File: config.mk
export PLATFORM = sky130hd
export DESIGN_NAME = pgm_serial_slave
export DESIGN_NICKNAME = d
export VERILOG_FILES = /design/src/rtl/pgm_pkg.sv /design/src/rtl/pgm_sync.sv /design/src/rtl/pgm_cmd_decode.sv /design/src/rtl/pgm_rd_port.sv /design/src/rtl/pgm_serial_slave.sv
export SDC_FILE = /design/constraint.sdc
export NUM_CORES = 1
export LEC_CHECK = 0
export BUFFER_PORTS_ARGS = -buffer_cell sky130_fd_sc_hd__buf_2
export CAP_MARGIN = 5
export CORE_MARGIN = 5
export CORE_UTILIZATION = 35
export CTS_BUF_LIST = sky130_fd_sc_hd__clkbuf_4 sky130_fd_sc_hd__clkbuf_8
export CTS_CLUSTER_DIAMETER = 40
export DETAILED_ROUTE_END_ITERATION = 8
export PLACE_DENSITY = 0.5
export SETUP_SLACK_MARGIN = 0.5
export SKIP_LAST_GASP = 1
export SLEW_MARGIN = 40
export SYNTH_ARGS = -nofsm -noshare
export SYNTH_HDL_FRONTEND = slang
export SYNTH_HIERARCHICAL = 1
export SYNTH_SLANG_ARGS = --single-unit
export TNS_END_PERCENT = 50
File: constraint.sdc
create_clock -name clk -period 3.8 [get_ports clk]
set_clock_uncertainty 0.1 [all_clocks]
set_input_delay 0.76 -clock clk [delete_from_list [all_inputs] [get_ports clk]]
set_output_delay 0.76 -clock clk [all_outputs]
set_load 0.005 [all_outputs]
File: src/rtl/pgm_pkg.sv
package pgm_pkg;
  localparam int CMD_W = 6;

  typedef enum logic [3:0] {
    CMD_NONE, CMD_LD_CFG, CMD_LD_PRG, CMD_LD_DAT, CMD_RD_PRG, CMD_RD_DAT,
    CMD_INC, CMD_BEG_EP, CMD_BEG_PO, CMD_BLK_PRG, CMD_BLK_DAT
  } cmd_e;

  typedef enum logic [1:0] {
    TGT_CFG = 2'd0,
    TGT_PRG = 2'd1,
    TGT_DAT = 2'd2
  } tgt_e;

  typedef enum logic [1:0] {
    PH_CMD,
    PH_LOAD,
    PH_READ
  } phase_e;
endpackage

File: src/rtl/pgm_sync.sv
module pgm_sync #(
  parameter int W      = 2,
  parameter int STAGES = 2
) (
  input  logic         clk,
  input  logic         rst_n,
  input  logic [W-1:0] d,
  output logic [W-1:0] q
);
  generate
    if (STAGES < 2) begin : g_single
      always_ff @(posedge clk or negedge rst_n)
        if (!rst_n) q <= '0;
        else        q <= d;
    end else begin : g_chain
      logic [STAGES-1:0][W-1:0] st;
      always_ff @(posedge clk or negedge rst_n)
        if (!rst_n) st <= '0;
        else        st <= {st[STAGES-2:0], d};
      assign q = st[STAGES-1];
    end
  endgenerate
endmodule

File: src/rtl/pgm_cmd_decode.sv
module pgm_cmd_decode #(
  parameter int DECODE_MODE = 0
) (
  input  logic [pgm_pkg::CMD_W-1:0] code,
  output pgm_pkg::cmd_e             cmd
);
  import pgm_pkg::*;

  generate
    if (DECODE_MODE == 0) begin : g_full
      always_comb begin
        case (code)
          6'b000000: cmd = CMD_LD_CFG;
          6'b000010: cmd = CMD_LD_PRG;
          6'b000011: cmd = CMD_LD_DAT;
          6'b000100: cmd = CMD_RD_PRG;
          6'b000101: cmd = CMD_RD_DAT;
          6'b000110: cmd = CMD_INC;
          6'b001000: cmd = CMD_BEG_EP;
          6'b001001: cmd = CMD_BLK_PRG;
          6'b001011: cmd = CMD_BLK_DAT;
          default:   cmd = CMD_NONE;
        endcase
      end
    end else begin : g_low4
      always_comb begin
        cmd = CMD_NONE;
        case (code[3:0])
          4'b0000: cmd = CMD_LD_CFG;
          4'b0010: cmd = CMD_LD_PRG;
          4'b0011: cmd = CMD_LD_DAT;
          4'b0100: cmd = CMD_RD_PRG;
          4'b0101: cmd = CMD_RD_DAT;
          4'b0110: cmd = CMD_INC;
          4'b1001: cmd = CMD_BLK_PRG;
          4'b1011: cmd = CMD_BLK_DAT;
          4'b1000: begin
            if (code[5:4] == 2'b00)      cmd = CMD_BEG_EP;
            else if (code[5:4] == 2'b01) cmd = CMD_BEG_PO;
          end
          default: cmd = CMD_NONE;
        endcase
      end
    end
  endgenerate
endmodule

File: src/rtl/pgm_rd_port.sv
module pgm_rd_port #(
  parameter int WORD_W = 14,
  parameter int DATA_W = 8
) (
  input  logic              clk,
  input  logic              rst_n,
  input  logic              clr,
  input  logic              start,
  input  logic              start_data,
  output logic              rd_req,
  output logic              rd_space,
  input  logic              rd_valid,
  input  logic [WORD_W-1:0] rd_data,
  output logic [WORD_W-1:0] word
);
  localparam int PAD_W = WORD_W - DATA_W;

  logic [WORD_W-1:0] masked;
  assign masked = rd_space ? {{PAD_W{1'b0}}, rd_data[DATA_W-1:0]} : rd_data;

  always_ff @(posedge clk or negedge rst_n) begin
    if (!rst_n) begin
      rd_req   <= 1'b0;
      rd_space <= 1'b0;
      word     <= '0;
    end else if (clr) begin
      rd_req   <= 1'b0;
      word     <= '0;
    end else if (start) begin
      rd_req   <= 1'b1;
      rd_space <= start_data;
      word     <= '0;
    end else if (rd_req && rd_valid) begin
      rd_req   <= 1'b0;
      word     <= masked;
    end
  end
endmodule

File: src/rtl/pgm_serial_slave.sv
module pgm_serial_slave #(
  parameter int WORD_W      = 14,
  parameter int DATA_W      = 8,
  parameter int SYNC_STAGES = 2,
  parameter int DECODE_MODE = 0
) (
  input  logic              clk,
  input  logic              rst_n,
  input  logic              mode_en,
  input  logic              pclk_in,
  input  logic              pdat_in,
  output logic              pdat_out,
  output logic              pdat_oe,
  output logic              inc_pulse,
  output logic              prog_pulse,
  output logic              prog_erase,
  output logic              bulk_prog_pulse,
  output logic              bulk_data_pulse,
  output logic              ld_valid,
  input  logic              ld_ready,
  output logic [WORD_W-1:0] ld_word,
  output logic [1:0]        ld_target,
  output logic              rd_req,
  output logic              rd_space,
  input  logic              rd_valid,
  input  logic [WORD_W-1:0] rd_data
);
  import pgm_pkg::*;

  localparam int FRAME_LEN = WORD_W + 2;
  localparam int CNT_W     = $clog2(FRAME_LEN + 1);
  localparam int CC_W      = $clog2(CMD_W);
  localparam int PAD_W     = WORD_W - DATA_W;
  localparam logic [CNT_W-1:0] FL_LAST  = CNT_W'(FRAME_LEN);
  localparam logic [CC_W-1:0]  CMD_LAST = CC_W'(CMD_W - 1);

  // Synchronised pin samples and edge detection
  logic clk_s, dat_s, clk_q, rise, fall;

  pgm_sync #(.W(2), .STAGES(SYNC_STAGES)) u_sync (
    .clk  (clk),
    .rst_n(rst_n),
    .d    ({pdat_in, pclk_in}),
    .q    ({dat_s, clk_s})
  );

  always_ff @(posedge clk or negedge rst_n)
    if (!rst_n) clk_q <= 1'b0;
    else        clk_q <= clk_s;

  assign rise = clk_s & ~clk_q;
  assign fall = ~clk_s & clk_q;

  // Frame state
  phase_e            phase;
  logic [CMD_W-2:0]  cbits;
  logic [CC_W-1:0]   ccnt;
  logic [CNT_W-1:0]  fall_cnt, rise_cnt, fall_nxt, rise_nxt;
  logic [WORD_W-1:0] lsh, rword, ld_word_q;
  tgt_e              pend_tgt, ld_tgt_q;
  logic              oe_q, dout_q;

  logic [CMD_W-1:0]  code_next;
  cmd_e              cmd_now;
  logic              cmd_done, rd_start, in_read, read_end, load_end;

  assign code_next = {dat_s, cbits};
  assign fall_nxt  = fall_cnt + CNT_W'(1);
  assign rise_nxt  = rise_cnt + CNT_W'(1);
  assign in_read   = (phase == PH_READ);
  assign cmd_done  = mode_en && (phase == PH_CMD) && fall && (ccnt == CMD_LAST);
  assign rd_start  = cmd_done && ((cmd_now == CMD_RD_PRG) || (cmd_now == CMD_RD_DAT));
  assign read_end  = in_read && fall && (fall_nxt == FL_LAST);
  assign load_end  = mode_en && (phase == PH_LOAD) && fall && (fall_nxt == FL_LAST);

  pgm_cmd_decode #(.DECODE_MODE(DECODE_MODE)) u_dec (
    .code(code_next),
    .cmd (cmd_now)
  );

  pgm_rd_port #(.WORD_W(WORD_W), .DATA_W(DATA_W)) u_rd (
    .clk       (clk),
    .rst_n     (rst_n),
    .clr       (!mode_en || read_end),
    .start     (rd_start),
    .start_data(cmd_now == CMD_RD_DAT),
    .rd_req    (rd_req),
    .rd_space  (rd_space),
    .rd_valid  (rd_valid),
    .rd_data   (rd_data),
    .word      (rword)
  );

  always_ff @(posedge clk or negedge rst_n) begin
    if (!rst_n) begin
      phase           <= PH_CMD;
      cbits           <= '0;
      ccnt            <= '0;
      fall_cnt        <= '0;
      rise_cnt        <= '0;
      lsh             <= '0;
      pend_tgt        <= TGT_CFG;
      ld_tgt_q        <= TGT_CFG;
      ld_word_q       <= '0;
      ld_valid        <= 1'b0;
      oe_q            <= 1'b0;
      dout_q          <= 1'b0;
      inc_pulse       <= 1'b0;
      prog_pulse      <= 1'b0;
      prog_erase      <= 1'b0;
      bulk_prog_pulse <= 1'b0;
      bulk_data_pulse <= 1'b0;
    end else begin
      inc_pulse       <= 1'b0;
      prog_pulse      <= 1'b0;
      bulk_prog_pulse <= 1'b0;
      bulk_data_pulse <= 1'b0;
      if (ld_valid && ld_ready) ld_valid <= 1'b0;

      if (!mode_en) begin
        phase    <= PH_CMD;
        cbits    <= '0;
        ccnt     <= '0;
        fall_cnt <= '0;
        rise_cnt <= '0;
        oe_q     <= 1'b0;
        dout_q   <= 1'b0;
        ld_valid <= 1'b0;
      end else begin
        case (phase)
          PH_CMD: begin
            if (fall) begin
              if (ccnt == CMD_LAST) begin
                ccnt  <= '0;
                cbits <= '0;
                case (cmd_now)
                  CMD_LD_CFG:  begin phase <= PH_LOAD; pend_tgt <= TGT_CFG; end
                  CMD_LD_PRG:  begin phase <= PH_LOAD; pend_tgt <= TGT_PRG; end
                  CMD_LD_DAT:  begin phase <= PH_LOAD; pend_tgt <= TGT_DAT; end
                  CMD_RD_PRG,
                  CMD_RD_DAT:  phase <= PH_READ;
                  CMD_INC:     inc_pulse <= 1'b1;
                  CMD_BEG_EP:  begin prog_pulse <= 1'b1; prog_erase <= 1'b1; end
                  CMD_BEG_PO:  begin prog_pulse <= 1'b1; prog_erase <= 1'b0; end
                  CMD_BLK_PRG: bulk_prog_pulse <= 1'b1;
                  CMD_BLK_DAT: bulk_data_pulse <= 1'b1;
                  default:     ;
                endcase
              end else begin
                ccnt  <= ccnt + CC_W'(1);
                cbits <= code_next[CMD_W-1:1];
              end
            end
          end
          PH_LOAD: begin
            if (fall) begin
              fall_cnt <= fall_nxt;
              for (int i = 0; i < WORD_W; i++)
                if (fall_nxt == CNT_W'(i + 2)) lsh[i] <= dat_s;
              if (fall_nxt == FL_LAST) begin
                phase     <= PH_CMD;
                fall_cnt  <= '0;
                ld_valid  <= 1'b1;
                ld_tgt_q  <= pend_tgt;
                ld_word_q <= (pend_tgt == TGT_DAT) ?
                             {{PAD_W{1'b0}}, lsh[DATA_W-1:0]} : lsh;
              end
            end
          end
          PH_READ: begin
            if (rise) begin
              rise_cnt <= rise_nxt;
              if (rise_nxt == FL_LAST) begin
                oe_q <= 1'b0;
              end else if (rise_nxt >= CNT_W'(2)) begin
                oe_q <= 1'b1;
                for (int i = 0; i < WORD_W; i++)
                  if (rise_nxt == CNT_W'(i + 2)) dout_q <= rword[i];
              end
            end
            if (fall) begin
              fall_cnt <= fall_nxt;
              if (fall_nxt == FL_LAST) begin
                phase    <= PH_CMD;
                fall_cnt <= '0;
                rise_cnt <= '0;
                oe_q     <= 1'b0;
                dout_q   <= 1'b0;
              end
            end
          end
          default: phase <= PH_CMD;
        endcase
      end
    end
  end

  assign pdat_out  = dout_q;
  assign pdat_oe   = oe_q;
  assign ld_word   = ld_word_q;
  assign ld_target = ld_tgt_q;
endmodule

== Word-level counts from Yosys, hierarchy flattened ==
Memory sizes are Yosys's and may differ from the RTL's.
Cells that the tools add are included.

* Reductions and logical operators: 41
* Eq/ne operators: 53
* Mux-type cells: 88
* Magnitude comparators: 1
* $add $sub $neg: 3
* Bitwise logic cells: 5

{| class="wikitable"
|+ Operators by type and width
! operator !! number
|-
| equality test 5 x 4 -> 1 bit, second input constant || 16
|-
| 2-to-1 mux 14 bit || 5
|-
| 2-to-1 mux 5 bit || 13
|-
| AND reduction 4 bit || 15
|-
| 2-to-1 mux 1 bit || 56
|-
| equality test 5 x 3 -> 1 bit, second input constant || 8
|-
| equality test 5 x 2 -> 1 bit, second input constant || 4
|-
| equality test 4 x 3 -> 1 bit, second input constant || 4
|-
| AND reduction 5 bit || 3
|-
| equality test 4 bit, second input constant || 3
|-
| 2-to-1 mux 3 bit || 4
|-
| adder 5 x 1 -> 5 bit, second input constant || 2
|-
| equality test 5 bit, second input constant || 2
|-
| 2-to-1 mux 2 bit || 5
|-
| != test 3 x 2 -> 1 bit, second input constant || 3
|-
| equality test 4 x 2 -> 1 bit, second input constant || 2
|-
| logical AND 1 bit || 8
|-
| case mux 2 bit (2 select lines) || 2
|-
| != test 2 x 1 -> 1 bit, second input constant || 3
|-
| case mux 2 bit (3 select lines) || 1
|-
| AND reduction 2 bit || 3
|-
| nonzero test 3 bit || 2
|-
| OR reduction 2 bit || 3
|-
| >= comparator 5 x 2 -> 1 bit, second input constant || 1
|-
| other kinds (17) || 23
|}

* Memory bits (read-only): 64
* Memories: 1
* Input bits: 21
* Register bits after elaboration: 81

{| class="wikitable"
|+ Memory list
! name !! depth !! width !! read ports !! clocked after Yosys merged registers in !! write ports !! line !! text
|-
| (name not given) || 16 || 4 || 1 || 0 || 0 || pgm_cmd_decode.sv:12 || <nowiki>case (code)</nowiki>
|}

== Logic depth before layout (Yosys ltp) ==
Gate-level depths: netlist (run 1).

* Depth in word-level cells: 23
* Gate-level depth with buffers: 10
* Gate-level depth less buffers: 10

== Modules after synthesis ==
The synthesis (run 1) kept the hierarchy.

{| class="wikitable"
|+ Modules (own cells, without submodules)
! module !! area each (um^2) !! instances !! cells an instance !! seq. area each (um^2)
|-
| pgm_serial_slave || 3529.6 || 1 || 367 || 1526.5
|-
| pgm_rd_port || 628.1 || 1 || 40 || 400.4
|-
| pgm_cmd_decode || 148.9 || 1 || 18 || 0.0
|-
| pgm_sync || 115.1 || 1 || 6 || 100.1
|}

== Worst setup path before layout (run 1) ==
No wires, ideal clock.

* Path kind: register to register
* Start: reg fall_cnt[0]
* End: reg u_rd.word[12]
* Cell stages (with the launch flop): 11
* Required time: 3.579 ns
* Path buffers: 2
* Arrival time: 2.502 ns
* Library setup time: 0.121 ns
* Slack: 1.077 ns
* Cell sequence: dfrtp_1 ha_1 buf_2 nor3_1 a31oi_2 nor3b_4 nand2_2 o21ai_0 and4bb_4 buf_6 a32o_2

* Cells in the longest elaborated chain, start to end: 5
* Elaborated cells between the ends (all ways): 6
* Those cells by class: add/sub (1); eq/ne (1); mux (1); reduce/logical (3)

{| class="wikitable"
|+ RTL lines
! element !! line !! text
|-
| from (decl) || pgm_serial_slave.sv:58 || <nowiki>logic [CNT_W-1:0] fall_cnt, rise_cnt, fall_nxt, rise_nxt;</nowiki>
|-
| from (signal assigned) || pgm_serial_slave.sv:157 || <nowiki>fall_cnt <= fall_nxt;</nowiki>
|-
| from (signal assigned) || pgm_serial_slave.sv:182 || <nowiki>fall_cnt <= fall_nxt;</nowiki>
|-
| adder 5 x 1 -> 5 bit (*) || pgm_serial_slave.sv:68 || <nowiki>assign fall_nxt = fall_cnt + CNT_W'(1);</nowiki>
|-
| equality test 5 bit (*) || pgm_serial_slave.sv:73 || <nowiki>assign read_end = in_read && fall && (fall_nxt == FL_LAST);</nowiki>
|-
| logical AND 1 bit (*) || pgm_serial_slave.sv:73 ||
|-
| logical OR 1 bit (*) || pgm_serial_slave.sv:84 || <nowiki>.clr (!mode_en || read_end),</nowiki>
|-
| nonzero test 3 bit (no source line) or 2-to-1 mux 14 bit (tied branches) || n/a ||
|-
| to (signal assigned) || pgm_rd_port.sv:35 || <nowiki>word <= masked;</nowiki>
|-
| to (decl) || pgm_rd_port.sv:14 || <nowiki>output logic [WORD_W-1:0] word</nowiki>
|}

Mark *: on every way between the ends. The rest lies on a longest branch, timed or not.
A chain may end at the register's enable or synchronous reset.

== Worst setup path after layout (run 1) ==
* Start: reg fall_cnt[0]
* End: reg u_rd.word[8]

The elaborated chain is that of the path after synthesis.

==> reports/metrics.cfg, run 1 <==
[clock_tree]
clock_latency_ns=0.37
cts_inserted_buffers=9
cts_root_buffer=clkbuf_8
cts-hold-fix-buffers=0
ctsHtreeMaxLevel=3
cts_tree=done
cts_setup_buffers=0
clk_pin_slew_ns=0.09
cts.path.max_buffers=2
numClockSinks=81
post_cts_resized=0

[worst_setup_path]
critPathKind=flop to flop
critical_path_arrival_ns=3.02
crit_buf_inv=0
cp-endpoint=u_rd/word[8]
start_kind=flop
critPathSlowestCell=dfrtp_1
critPathCaptureType=flop
worstSetupPathDepth=8
slowest_delay_ns=0.49
timing.rr.end=u_rd/word[8]
reg2reg_depth=8
rrSetupSlack_ns=0.94
startpoint=fall_cnt[0]
crit_fanout=14
critPathTopFamily=simple AND/OR/NAND/NOR gates
rr_startpoint=fall_cnt[0]
cp_cell_sequence=ha_1 -> nand3_1 -> xor2_2 -> nor3b_4 -> nand2_2 -> o21ai_1 -> and4bb_4 -> a32o_2
required_ns=3.96

[routing]
via_per_inst=5.02
vias=3218
firstDrtPassIters=4
wl_met2_mm=4.17
highest_layer=met4
wirelength_mm=9.32
route.met3.wl_um=305
wire_per_inst_um=14.5
route.detailed.drc=0
first_iter_violations=194
wl_met1_mm=4.67
ant_nets=0

[synthesis]
synth_top_area_cell=dfrtp_1
synth-async-reset-ratio_pct=100
synth_ff_type=dfrtp_1
synth_top_area_share_pct=45.8
postSynthCellCount=431
ys_seq_elements=81
synth_edf_count=0
synth_cell_types=65
avgSynthCellArea_um2=10.3
synth_nets=469
synth_area_leaders=dfrtp_1 (46%), ha_1 (4.8%), mux2_2 (3.8%), nand2_1 (3.5%), o21ai_0 (2.8%)
yosysMostFrequentCell=dfrtp_1
yosysWarnings=6
syn_area_um2=4420
synth_common_cells=dfrtp_1 (81), nand2_1 (41), nor2_1 (26), o21ai_0 (25), nand3_1 (21)
synth-seq-area-share_pct=45.8

[timing]
max_freq_ghz=0.349
min_period_ns=2.86
report.final.slew_viol_count=0
maxSlewHeadroom_pct=51.8
setup_viol=0
tightest_slew_ns=0.722
period_share_pct=75.3
setup_tns_ns=0
final_hold_viol_count=0
grt_setup_unrepaired=no

[finish]
diodes=0
area_delta_synth_final_pct=12.0
drive_gt1_share_pct=22.6
final_net_count=502
post-route-util_pct=39.6

[min_path]
min_path_type=flop to flop

[global_routing]
grt_use_total_pct=13.8
antenna_found_initial=0
grt_max_degree=82
grt_overflow=0
grt_pass1_wl_mm=16.3
grt_pass1_vias=3232

[power_and_ir_drop]
power.density_nw_per_um2=345
ir_drop_uv=186
switching_share_pct=27.2
pwr-share-seq_pct=52.2
power_mw=1.71
p_clk_share_pct=39.5
p_comb_share_pct=8.2
internal-power_mw=1.25
switchingPower_uw=465
p_leak_nw=2.26

[status]
outcome=completed

[floorplanning]
initial_core_util_pct=35.3
io-pin-count=47
coreArea_um2=12500
dieWidth_um=122
rows=41
die-area_um2=15000
fp.dieH_um=122

[place]
hpwl_mm=6.60
port_buffers=46
gp_congestion=0.808

[flow_run]
maxCapViolCount=0

state kept, by name, summed over array words and instances, names as in the netlist, 3 cells and up:
register / cells
ccnt: 3
ld_word: 14
u_rd/word: 14
cbits: 5
lsh: 14
rise_cnt: 5
fall_cnt: 5
layer usage:
layer | vias up | global-route usage [%]
li1 | 1607 | -
met4 | 0 | 5.60
met1 | 1552 | 19.3
met5 | - | 0
met2 | 45 | 20.7
met3 | 14 | 3.27
per-stage QoR:
| step | std cells | hold WS [ns] | setup slack [ns] | cell area, um^2 |
|---|---|---|---|---|
| 6_report | 641 | 0.257 | 0.938 | 4950 |
| 5_1_grt | 641 | 0.264 | 0.676 | 4950 |
| 4_1_cts | 641 | 0.259 | 0.807 | 4940 |
| 3_5_place_dp | 625 | 0.239 | 0.865 | 4730 |
| 3_3_place_gp | 625 | 0.237 | 0.951 | 4730 |
| 2_1_floorplan | 431 | 0.231 | 1.08 | 4420 |
power groups by stage:
stage                     Sequential, mW  Clock, mW  Combinational (mW)
after floorplan                    0.905          0              0.0918
after global placement             0.910          0               0.141
after detailed placement           0.911          0               0.141
after CTS                          0.894      0.702               0.142
after global routing               0.897      0.733               0.159
final                              0.893      0.676               0.141
cells by family after synthesis:
kind of cell | Yosys count | synth area share, %
AND/OR/NAND/NOR | 148 | 17.7
XOR/XNOR | 10 | 2.32
buffers and inverters | 43 | 4.84
adder cells (fa/ha/maj) | 17 | 4.81
flip-flops | 81 | 45.8
AO/OA/AOI/OAI | 102 | 16.3
multiplexers | 30 | 8.15
cell type report:
type	instances	area (um^2)
Tap cell	172	215
Timing Repair Buffer	47	246
Inverter	18	67.6
Multi-Input combinational cell	307	2190
Fill cell	1289	7560
Clock inverter	7	85.1
Clock buffer	9	124
Sequential cell	81	2030
layout by cell type, fill, tap and decap left out, types with 3 or more instances in the layout:
cell	synthesis	routed
nand2_1	41	41
clkbuf_8	0	10
a31oi_1	6	6
nor2b_1	10	10
nor4_1	4	4
o21ai_0	25	24
o31ai_1	4	4
mux2_1	5	5
xnor2_1	7	7
and2_1	6	6
nor3_1	9	9
buf_2	9	45
nand3_1	21	21
nand2b_1	4	4
inv_1	18	18
nor2_1	26	26
nor3b_1	4	4
mux2_2	15	15
a22o_1	13	13
a21oi_1	20	20
ha_1	17	17
a21boi_0	3	3
mux2i_1	3	3
dfrtp_1	81	81
a32o_2	6	6
mux2_4	7	7
nand4_1	4	4
worst register-to-register path, delay by kind of cell (launching register included):
| kind | cells | cell delay (ns) |
|---|---|---|
| flip-flops | 1 | 0.49 |
| AND/OR/NAND/NOR | 4 | 0.94 |
| adder cells (fa/ha/maj) | 1 | 0.39 |
| AO/OA/AOI/OAI | 2 | 0.64 |
| XOR/XNOR | 1 | 0.21 |
worst min path at each step:
stage | start | cells after the start | to
2_1_floorplan | u_sync/g_chain.st[0] | 0 | u_sync/q[0]
3_3_place_gp | u_sync/g_chain.st[0] | 0 | u_sync/q[0]
3_5_place_dp | u_sync/g_chain.st[0] | 0 | u_sync/q[0]
4_1_cts | u_sync/g_chain.st[0] | 0 | u_sync/q[0]
5_1_grt | u_sync/g_chain.st[0] | 0 | u_sync/q[0]
6_report | u_sync/g_chain.st[0] | 0 | u_sync/q[0]
(Power assumes the default switching activity.)
==> run 2, diff against run 1 <==
Clock period 3.8 ns to 2.9 ns, I/O delays scaled along.
==> run 2 against run 1 <==
  * Count of clock-buffer cells in the layout grew 2
  * Cell count is 4.8% higher
  * Sequential power grew 31%
  * Worst hold slack got worse by 0.19 ns
  * Largest power group unchanged
==> reports/metrics.cfg, run 2 (synthesized netlist as in run 1, its figures left out) <==
[status]
outcome=completed  ; unchanged

[routing]
route.detailed.drc=0  ; unchanged
first_iter_violations=197  ; was 194
ant_nets=0  ; unchanged
via_per_inst=5.13  ; was 5.02
vias=3446  ; was 3,218
firstDrtPassIters=4  ; unchanged
wirelength_mm=10.7  ; was 9.32 mm
wire_per_inst_um=15.9  ; was 14.5 um

[timing]
min_period_ns=2.40  ; was 2.86 ns
max_freq_ghz=0.417  ; was 0.349 GHz
setup_viol=0  ; unchanged
maxSlewHeadroom_pct=52.5  ; was 51.8%
grt_setup_unrepaired=yes  ; was no
period_share_pct=82.7  ; was 75.3%
fin_ws_ns=0.502  ; was 0.938 ns
setup_tns_ns=0  ; unchanged
tightest_slew_ns=0.711  ; was 0.722 ns
final_hold_viol_count=0  ; unchanged
report.final.slew_viol_count=0  ; unchanged

[worst_setup_path]
required_ns=3.06  ; was 3.96 ns
cp-endpoint=phase[0]  ; was u_rd/word[8]
rrSetupSlack_ns=0.50  ; was 0.94 ns
critPathKind=flop to flop  ; unchanged
reg2reg_depth=8  ; unchanged
timing.rr.end=phase[0]  ; was u_rd/word[8]
rr_startpoint=cbits[1]  ; was fall_cnt[0]
critical_path_arrival_ns=2.56  ; was 3.02 ns
critPathCaptureType=flop  ; unchanged
start_kind=flop  ; unchanged
startpoint=cbits[1]  ; was fall_cnt[0]
crit_fanout=7  ; was 14

[global_routing]
grt_pass1_wl_mm=16.9  ; was 16.3 mm
antenna_found_initial=0  ; unchanged
grt_pass1_vias=3326  ; was 3,232
grt_max_degree=47  ; was 82
grt_overflow=0  ; unchanged
grt_use_total_pct=14.3  ; was 13.8%

[floorplanning]
initial_core_util_pct=35.3  ; unchanged
coreArea_um2=12500  ; unchanged
io-pin-count=47  ; unchanged
dieWidth_um=122  ; unchanged
fp.dieH_um=122  ; unchanged
die-area_um2=15000  ; unchanged
rows=41  ; unchanged

[place]
postPlaceCellArea_um2=4820  ; was 4730 um^2
dp.cells=631  ; was 625
gp_congestion=0.801  ; was 0.808
place_ws_ns=0.264  ; was 0.865 ns
port_buffers=46  ; unchanged
hpwl_mm=6.89  ; was 6.60 mm

[finish]
nFillCells=1246  ; was 1,289
layout_commonest_cell=dfrtp_1  ; unchanged
multi_input_area_um2=2400  ; was 2190 um^2
regArea_um2=2040  ; was 2030 um^2
final_cell_mix=dfrtp_1 (73), buf_2 (45), nand2_1 (39)  ; was dfrtp_1 (81), buf_2 (45), nand2_1 (41)
final_cells=672  ; was 641
diodes=0  ; unchanged
final_net_count=533  ; was 502
area_delta_synth_final_pct=23.9  ; was 12.0%
final_cell_area_um2=5480  ; was 4950 um^2
drive_gt1_share_pct=33.4  ; was 22.6%

[clock_tree]
numClockSinks=81  ; unchanged
clock_latency_ns=0.38  ; was 0.37 ns
cts_tree=done  ; unchanged
ctsHtreeMaxLevel=3  ; unchanged
cts_inserted_buffers=9  ; unchanged
clk_pin_slew_ns=0.09  ; about the same
cts-hold-fix-buffers=0  ; unchanged
cts_root_buffer=clkbuf_8  ; unchanged
cts.path.max_buffers=2  ; unchanged

[min_path]
min_path_type=input pin to asynchronous set/reset pin  ; was flop to flop

[power_and_ir_drop]
power.density_nw_per_um2=434  ; was 345 nW/um^2
ir_drop_uv=287  ; was 186 uV
p_leak_nw=2.48  ; was 2.26 nW

[flow_run]
maxCapViolCount=0  ; unchanged

run 2: changes by cell type in the layout (fill, tap and decap cells not counted), moves of 3 or more:
| cell | change |
|---|---|
| ha_1 | -6 |
| dfrtp_2 | +8 |
| dfrtp_1 | -8 |
| buf_4 | +24 |
| buf_12 | +4 |
| nand2_4 | +3 |
| ha_4 | +3 |
| ha_2 | +3 |
run 2: how the worst min path moves through the flow:
stage | cells after the start | slack (ns) | to | start
after CTS | 1 | 0.07 | lsh[3] | rst_n
final | 1 | 0.07 | lsh[4] | rst_n
after floorplan | 0 | 0.18 | bulk_data_pulse | rst_n
after detailed placement | 0 | 0.24 | u_sync/q[1] | u_sync/g_chain.st[1]
after global placement | 0 | 0.23 | u_sync/q[0] | u_sync/g_chain.st[0]
after global routing | 1 | 0.09 | lsh[12] | rst_n
run 2: layout make-up:
class | instances | share of cell area (%)
clock buffers | 11 | 2.65
clock inverters | 5 | 1.55
inverters | 18 | 1.23
multi-input cells | 309 | 43.8
flip-flops and latches | 81 | 37.2
well taps | 172 | 3.93
repair buffers | 76 | 9.66
run 2: stage by stage:
| stage | hold slack, ns | power (mW) | utilization (%) |
|---|---|---|---|
| after floorplan | 0.184 | 1.31 | - |
| after global placement | 0.233 | 1.38 | 38.5 |
| after detailed placement | 0.240 | 1.39 | 38.5 |
| after CTS | 0.0722 | 2.37 | 41.3 |
| after global routing | 0.0943 | 2.48 | 43.8 |
| final | 0.0659 | 2.38 | 43.8 |
run 2: report_power, final:
part / switching (mW) / leakage [nW] / internal, mW / total [mW]
Sequential: 0.0211 / 1.10 / 1.15 / 1.17
Clock: 0.445 / 0.114 / 0.524 / 0.969
Combinational: 0.138 / 1.27 / 0.0995 / 0.237
Total: 0.604 / 2.48 / 1.77 / 2.38
run 2: critical path: stages, from the launching register on:
cell	delay, ns
dfrtp_2	0.47
ha_2	0.19
or3b_4	0.38
a21boi_4	0.25
o31ai_2	0.09
nor3_2	0.20
nor2_1	0.09
a31oi_2	0.20
mux2_4	0.32
run 2: what timing repair did:
item,4_1_cts,5_1_grt
pin swaps,5,19
setup buffers,3,19
gates resized for setup,13,26
endpoints found under the setup margin,36,37
cloned,1,2
run 2: metal layers:
layer / global-route usage [%] / share of wire (%) / wire length, um
met1: 19.9 / 49 / 5170
met2: 21.4 / 46 / 4920
met3: 3.27 / 3.7 / 399
met4: 6.02 / 1.5 / 160
met5: 0 / 0 / 0
